`src/rtl/timer_pkg.sv`:
```
package timer_pkg;
  localparam int CNT_W = 8;
  localparam int PSC_W = 7;
  localparam int TAP_W = 3;
  localparam int BUS_W = 8;

  typedef enum logic [1:0] {
    ADDR_CTRL = 2'd0,
    ADDR_CNT  = 2'd1,
    ADDR_PSC  = 2'd2,
    ADDR_NONE = 2'd3
  } reg_addr_e;

  typedef struct packed {
    logic             zero;
    logic             irq_en;
    logic             out_mode;
    logic             dout;
    logic             run;
    logic [TAP_W-1:0] tap;
  } ctrl_t;
endpackage

```
`src/rtl/timer_prescaler.sv`:
```
module timer_prescaler #(
  parameter int PSC_W = 7,
  parameter int TAP_W = 3
) (
  input  logic             clk_i,
  input  logic             rst_ni,
  input  logic             run_i,
  input  logic             wr_i,
  input  logic [PSC_W-1:0] wdata_i,
  input  logic [TAP_W-1:0] tap_i,
  output logic [PSC_W-1:0] value_o,
  output logic             tick_o
);
  localparam logic [PSC_W-1:0] ALL_ONES = {PSC_W{1'b1}};

  logic [PSC_W-1:0] psc_q;
  logic [PSC_W-1:0] tap_mask;

  // low tap_i bits all zero marks the end of a 2^tap period
  assign tap_mask = ~(ALL_ONES << tap_i);
  assign tick_o   = run_i && ((psc_q & tap_mask) == '0);
  assign value_o  = psc_q;

  always_ff @(posedge clk_i or negedge rst_ni) begin
    if (!rst_ni)     psc_q <= ALL_ONES;
    else if (!run_i) psc_q <= ALL_ONES;
    else if (wr_i)   psc_q <= wdata_i;
    else             psc_q <= psc_q - 1'b1;
  end
endmodule

```
`src/rtl/timer_counter.sv`:
```
module timer_counter #(
  parameter int CNT_W = 8
) (
  input  logic             clk_i,
  input  logic             rst_ni,
  input  logic             tick_i,
  input  logic             wr_i,
  input  logic [CNT_W-1:0] wdata_i,
  output logic [CNT_W-1:0] value_o,
  output logic             hit_zero_o
);
  localparam logic [CNT_W-1:0] ONE = CNT_W'(1);

  logic [CNT_W-1:0] cnt_q;

  assign value_o    = cnt_q;
  assign hit_zero_o = tick_i && !wr_i && (cnt_q == ONE);

  always_ff @(posedge clk_i or negedge rst_ni) begin
    if (!rst_ni)                    cnt_q <= '1;
    else if (wr_i)                  cnt_q <= wdata_i;
    else if (tick_i && cnt_q != '0) cnt_q <= cnt_q - 1'b1;
  end
endmodule

```
`src/rtl/timer_pin.sv`:
```
module timer_pin (
  input  logic clk_i,
  input  logic rst_ni,
  input  logic zero_i,
  input  logic out_mode_i,
  input  logic dout_i,
  input  logic pin_in_i,
  output logic pin_oe_o,
  output logic pin_out_o,
  output logic pin_sync_o
);
  logic held_q;
  logic sync_q1, sync_q2;

  // held_q is the closed state of the latch; open while zero_i
  always_ff @(posedge clk_i or negedge rst_ni) begin
    if (!rst_ni)     held_q <= 1'b0;
    else if (zero_i) held_q <= dout_i;
  end

  always_ff @(posedge clk_i or negedge rst_ni) begin
    if (!rst_ni) begin
      sync_q1 <= 1'b0;
      sync_q2 <= 1'b0;
    end else begin
      sync_q1 <= pin_in_i;
      sync_q2 <= sync_q1;
    end
  end

  assign pin_oe_o   = out_mode_i;
  assign pin_out_o  = zero_i ? dout_i : held_q;
  assign pin_sync_o = sync_q2;
endmodule

```
`src/rtl/prescaled_timer.sv`:
```
module prescaled_timer
  import timer_pkg::*;
(
  input  logic             clk_i,
  input  logic             rst_ni,
  input  logic [1:0]       addr_i,
  input  logic             wr_en_i,
  input  logic             rd_en_i,
  input  logic [BUS_W-1:0] wdata_i,
  output logic [BUS_W-1:0] rdata_o,
  output logic             irq_o,
  output logic             pin_oe_o,
  output logic             pin_out_o,
  input  logic             pin_in_i
);
  ctrl_t            ctrl_q;
  logic             ctrl_wr, cnt_wr, psc_wr;
  logic             tick, hit_zero, zero_set, zero_clr;
  logic             pin_sync;
  logic [CNT_W-1:0] cnt_val;
  logic [PSC_W-1:0] psc_val;
  ctrl_t            ctrl_wd;

  assign ctrl_wd = ctrl_t'(wdata_i);
  assign ctrl_wr = wr_en_i && (reg_addr_e'(addr_i) == ADDR_CTRL);
  assign cnt_wr  = wr_en_i && (reg_addr_e'(addr_i) == ADDR_CNT);
  assign psc_wr  = wr_en_i && (reg_addr_e'(addr_i) == ADDR_PSC);

  timer_prescaler #(.PSC_W(PSC_W), .TAP_W(TAP_W)) u_psc (
    .clk_i   (clk_i),
    .rst_ni  (rst_ni),
    .run_i   (ctrl_q.run),
    .wr_i    (psc_wr),
    .wdata_i (wdata_i[PSC_W-1:0]),
    .tap_i   (ctrl_q.tap),
    .value_o (psc_val),
    .tick_o  (tick)
  );

  timer_counter #(.CNT_W(CNT_W)) u_cnt (
    .clk_i      (clk_i),
    .rst_ni     (rst_ni),
    .tick_i     (tick),
    .wr_i       (cnt_wr),
    .wdata_i    (wdata_i[CNT_W-1:0]),
    .value_o    (cnt_val),
    .hit_zero_o (hit_zero)
  );

  // any set source beats a clearing control write
  assign zero_set = hit_zero || (cnt_wr && wdata_i[CNT_W-1:0] == '0) || (ctrl_wr && ctrl_wd.zero);
  assign zero_clr = ctrl_wr && !ctrl_wd.zero;

  always_ff @(posedge clk_i or negedge rst_ni) begin
    if (!rst_ni) begin
      ctrl_q <= '0;
    end else begin
      if (zero_set)      ctrl_q.zero <= 1'b1;
      else if (zero_clr) ctrl_q.zero <= 1'b0;
      if (ctrl_wr) begin
        ctrl_q.irq_en   <= ctrl_wd.irq_en;
        ctrl_q.out_mode <= ctrl_wd.out_mode;
        ctrl_q.dout     <= ctrl_wd.dout;
        ctrl_q.run      <= ctrl_wd.run;
        ctrl_q.tap      <= ctrl_wd.tap;
      end
    end
  end

  timer_pin u_pin (
    .clk_i      (clk_i),
    .rst_ni     (rst_ni),
    .zero_i     (ctrl_q.zero),
    .out_mode_i (ctrl_q.out_mode),
    .dout_i     (ctrl_q.dout),
    .pin_in_i   (pin_in_i),
    .pin_oe_o   (pin_oe_o),
    .pin_out_o  (pin_out_o),
    .pin_sync_o (pin_sync)
  );

  assign irq_o = ctrl_q.irq_en && ctrl_q.zero;

  always_comb begin
    rdata_o = '0;
    if (rd_en_i) begin
      unique case (reg_addr_e'(addr_i))
        ADDR_CTRL: rdata_o = {ctrl_q.zero, ctrl_q.irq_en, ctrl_q.out_mode,
                              ctrl_q.out_mode ? ctrl_q.dout : pin_sync,
                              ctrl_q.run, ctrl_q.tap};
        ADDR_CNT:  rdata_o = BUS_W'(cnt_val);
        ADDR_PSC:  rdata_o = BUS_W'(psc_val);
        default:   rdata_o = '0;
      endcase
    end
  end
endmodule

```
`config.mk`:
```
export PLATFORM = sky130hd
export DESIGN_NAME = prescaled_timer
export DESIGN_NICKNAME = d
export VERILOG_FILES = /design/src/rtl/timer_pkg.sv /design/src/rtl/timer_prescaler.sv /design/src/rtl/timer_counter.sv /design/src/rtl/timer_pin.sv /design/src/rtl/prescaled_timer.sv
export SDC_FILE = /design/constraint.sdc
export NUM_CORES = 1
export LEC_CHECK = 0
export BUFFER_PORTS_ARGS = -buffer_cell sky130_fd_sc_hd__buf_4
export CAP_MARGIN = 25
export CORE_ASPECT_RATIO = 1.1
export CORE_UTILIZATION = 30
export CTS_CLUSTER_SIZE = 16
export DETAILED_ROUTE_END_ITERATION = 8
export HOLD_SLACK_MARGIN = 0.1
export PLACE_DENSITY = 0.5
export SETUP_SLACK_MARGIN = 0.15
export SLEW_MARGIN = 0
export SYNTH_ARGS = -nofsm -noshare
export SYNTH_HDL_FRONTEND = slang
export SYNTH_HIERARCHICAL = 1
export SYNTH_SLANG_ARGS = --single-unit
```
`constraint.sdc`:
```
create_clock -name clk_i -period 2.3 [get_ports clk_i]
set_input_delay 0.115 -clock clk_i [delete_from_list [all_inputs] [get_ports clk_i]]
set_output_delay 0.115 -clock clk_i [all_outputs]
set_load 0.005 [all_outputs]
```
==> results.sh <==
export IMPL_vias=1518
export IMPL_root_buffer="clkbuf_8"
export IMPL_drive_above_1_share_pct=34.2
export IMPL_ys_types=58
export IMPL_yosys_warnings=6
export IMPL_post_drt_wl_per_cell_um=16.3
export IMPL_numCtsBuffers=3
export IMPL_ys_seq_area_share_pct=37.3
export IMPL_cts_tree="done"
export IMPL_yosys_most_used_dff="dfstp_2"
export IMPL_syn_area_per_cell_um2=9.71
export IMPL_initial_core_util_pct=31.1
export IMPL_grt_use_total_pct=16.7
export IMPL_cp_start_kind="flip-flop"
export IMPL_comb_power_share_pct=32.6
export IMPL_fin_ws_ns=0.128
export IMPL_antenna_found_initial=0
export IMPL_syn_inst=185
export IMPL_hold_viol_final=0
export IMPL_cp_arrival_ns=2.38
export IMPL_dr_pass1_iters=4
export IMPL_grt_setup_unrepaired="yes"
export IMPL_core_area_um2=5770
export IMPL_port_buffers=25
export IMPL_cts_max_path_buffers=2
export IMPL_power_density_nw_per_um2=724
export IMPL_pre_cts_ws_ns=0.0595
export IMPL_drv_slew=0
export IMPL_final_util_pct=39.2
export IMPL_irDropWorstVdd_mv=0.230
export IMPL_die_x_um=75.8
export IMPL_p_seq_share_pct=43.9
export IMPL_fmax_ghz=0.460
export IMPL_p_int_uw=1090
export IMPL_worst_endpoint_required_ns=2.51
export IMPL_final_period_utilization_pct=94.4
export IMPL_clk_pin_slew_worst_paths_ns=0.10
export IMPL_cap_violations=0
export IMPL_drc=0
export IMPL_drt_iter0_drc=68
export IMPL_area_growth_pct=25.8
export IMPL_pwr_share_clk_pct=23.4
export IMPL_clkSinkCount=26
export IMPL_tns_ns=0
export IMPL_synth_nets=204
export IMPL_r2r_cells=6
export IMPL_via_per_inst=5.13
export IMPL_worstSetupPathType="reg2reg"
export IMPL_antenna_left=0
export IMPL_die_area_um2=6300
export IMPL_whs_path_depth=2
export IMPL_fp_row_count=29
export IMPL_critPathCaptureType="flip-flop"
export IMPL_grt_pass1_wl_um=8010
export IMPL_finalCriticalPeriod_ns=2.17
export IMPL_p_leak_uw=0.000914
export IMPL_chipHeight_um=83.2
export IMPL_synth_edf_count=0
export IMPL_grt_remaining_overflow=0
export IMPL_htree_levels=1
export IMPL_grt_max_degree=27
export IMPL_cp_max_fo=4
export IMPL_dp_hpwl_um=3550
export IMPL_relSlewSlack_pct=56.6
export IMPL_finClkSkew_ns=0.00969
export IMPL_nNetsFinal=239
export IMPL_n_antenna_cell=0
export IMPL_worst_pin_slew_ns=0.646
export IMPL_routed_wl_um=4820
export IMPL_status="finished, final reports clean"
export IMPL_insertion_delay_ns=0.27
export IMPL_grt_pass1_vias=1532
export IMPL_syn_area_um2=1800
export IMPL_io_pins=26
export IMPL_synthArstFlopShare_pct=100
export IMPL_synth_ff_latch_count=26
export IMPL_setup_viol=0
export IMPL_gp_congestion=0.782
export IMPL_p_sw_uw=548
export IMPL_min_path_type="in2reg"
export IMPL_swShare_pct=33.5
==> per-stage QoR <==
stage	power (uW)	cell area [um2]	cells	hold WS (ns)
after global routing	1750	2260	296	0.107
after detailed placement	1220	2080	284	0.0511
after CTS	1630	2210	295	0.101
after global placement	1230	2080	284	0.0542
final	1640	2260	296	0.116
after floorplan	1020	1810	185	-0.181
==> synthesized netlist by cell type (all sizes together), types with 2 or more instances <==
library cell,count,area (um2)
ha,4,50.1
mux2,8,93.8
dfstp,15,394
nor4,4,31.3
or2,6,37.5
a21o,2,15.0
or3b,2,17.5
o21ai,4,20.0
dfrtp,11,275
nor3,3,15.0
a31oi,6,37.5
and4,2,17.5
xor2,2,17.5
nor2,15,56.3
a2111oi,2,36.3
a21oi,4,20.0
nand3,3,15.0
a21boi,5,37.5
a211oi,2,15.0
and2,5,31.3
nand2b,2,12.5
buf,3,30.0
inv,12,45.0
nand2,13,48.8
mux2i,10,100
nor3b,4,41.3
nor2b,5,31.3
a211o,3,26.3
o31ai,2,15.0
clkbuf,5,20.0
==> power by group through the flow <==
stage	Sequential (uW)	Clock [uW]	Combinational (uW)
floorplan	678	0	342
global placement	720	0	507
detailed placement	719	0	505
CTS	710	396	522
global route	737	419	590
finish	719	384	534
==> sequential cells by signal (all words and copies together), names as in the netlist <==
signal,cells
ctrl_q,8
u_psc/value_o,7
u_cnt/value_o,8
u_pin/held_q,1
u_pin/sync_q1,1
u_pin/pin_sync_o,1
==> what timing repair did <==
action,in CTS,in global routing
hold buffers,4,1
buffers inserted,3,0
resized for setup,0,8
pin swaps,1,3
endpoints found under the setup margin,1,7
endpoints found under the hold margin,29,1
==> worst paths after layout <==
kind | end | from | slack (ns)
worst max-delay path | u_cnt/value_o[7] | u_psc/value_o[6] | 0.13
worst min-delay path | ctrl_q[6] | wdata_i[6] | 0.12
worst max register to register | u_cnt/value_o[7] | u_psc/value_o[6] | 0.13
worst min register to register | u_pin/pin_sync_o | u_pin/sync_q1 | 0.36
max in group asynchronous | u_psc/value_o[5] | rst_ni | 1.69
min in group asynchronous | ctrl_q[4] | rst_ni | 0.30
==> critical path, cell delays in order, from the launching register on <==
cell and delay (ns):
dfstp_2 0.40, a21o_1 0.17, a211o_1 0.29, a211oi_4 0.29, or4b_4 0.52, o21a_1 0.19
o31a_1 0.26
==> placed cells by master (no fill, tap or decap), drive strengths merged, types with 2 or more instances in the layout <==
cell type    count
a2111oi          2
a211o            3
a211oi           2
a21boi           5
a21o             2
a21oi            4
a31oi            6
and2             5
and4             2
buf             33
clkbuf           3
dfrtp           11
dfstp           15
dlygate4sd3      5
ha               4
inv             12
mux2             8
mux2i           10
nand2           13
nand2b           2
nand3            3
nor2            15
nor2b            5
nor3             3
nor3b            4
nor4             4
o21ai            4
o31ai            2
or2              6
or3b             2
xor2             2
==> kinds of logic after synthesis <==
logic type,Yosys count,share of synthesized area [%]
simple gates,72,24.2
compound gates,42,18.2
flops,26,37.3
buf+inv,20,5.29
mux,18,10.8
fa+ha+maj,4,2.79
xor+xnor,3,1.46
==> per-layer routing <==
metal,up-vias,wire length (um),track usage [%],part of all wire [%]
li1,739,-,-,-
met1,745,2320,23.2,48
met2,26,2250,26.5,47
met3,8,155,1.94,3.2
met4,0,97,5.72,2.0
met5,-,0,0,0
==> cell type report <==
| cell class | instances | area [um2] |
|---|---|---|
| Fill cell | 594 | 3510 |
| Multi-Input combinational cell | 139 | 1080 |
| Sequential cell | 26 | 669 |
| Timing Repair Buffer | 38 | 298 |
| Tap cell | 77 | 96.3 |
| Inverter | 12 | 45.0 |
| Clock buffer | 3 | 41.3 |
| Clock inverter | 1 | 30.0 |
(Power assumes the default switching activity.)
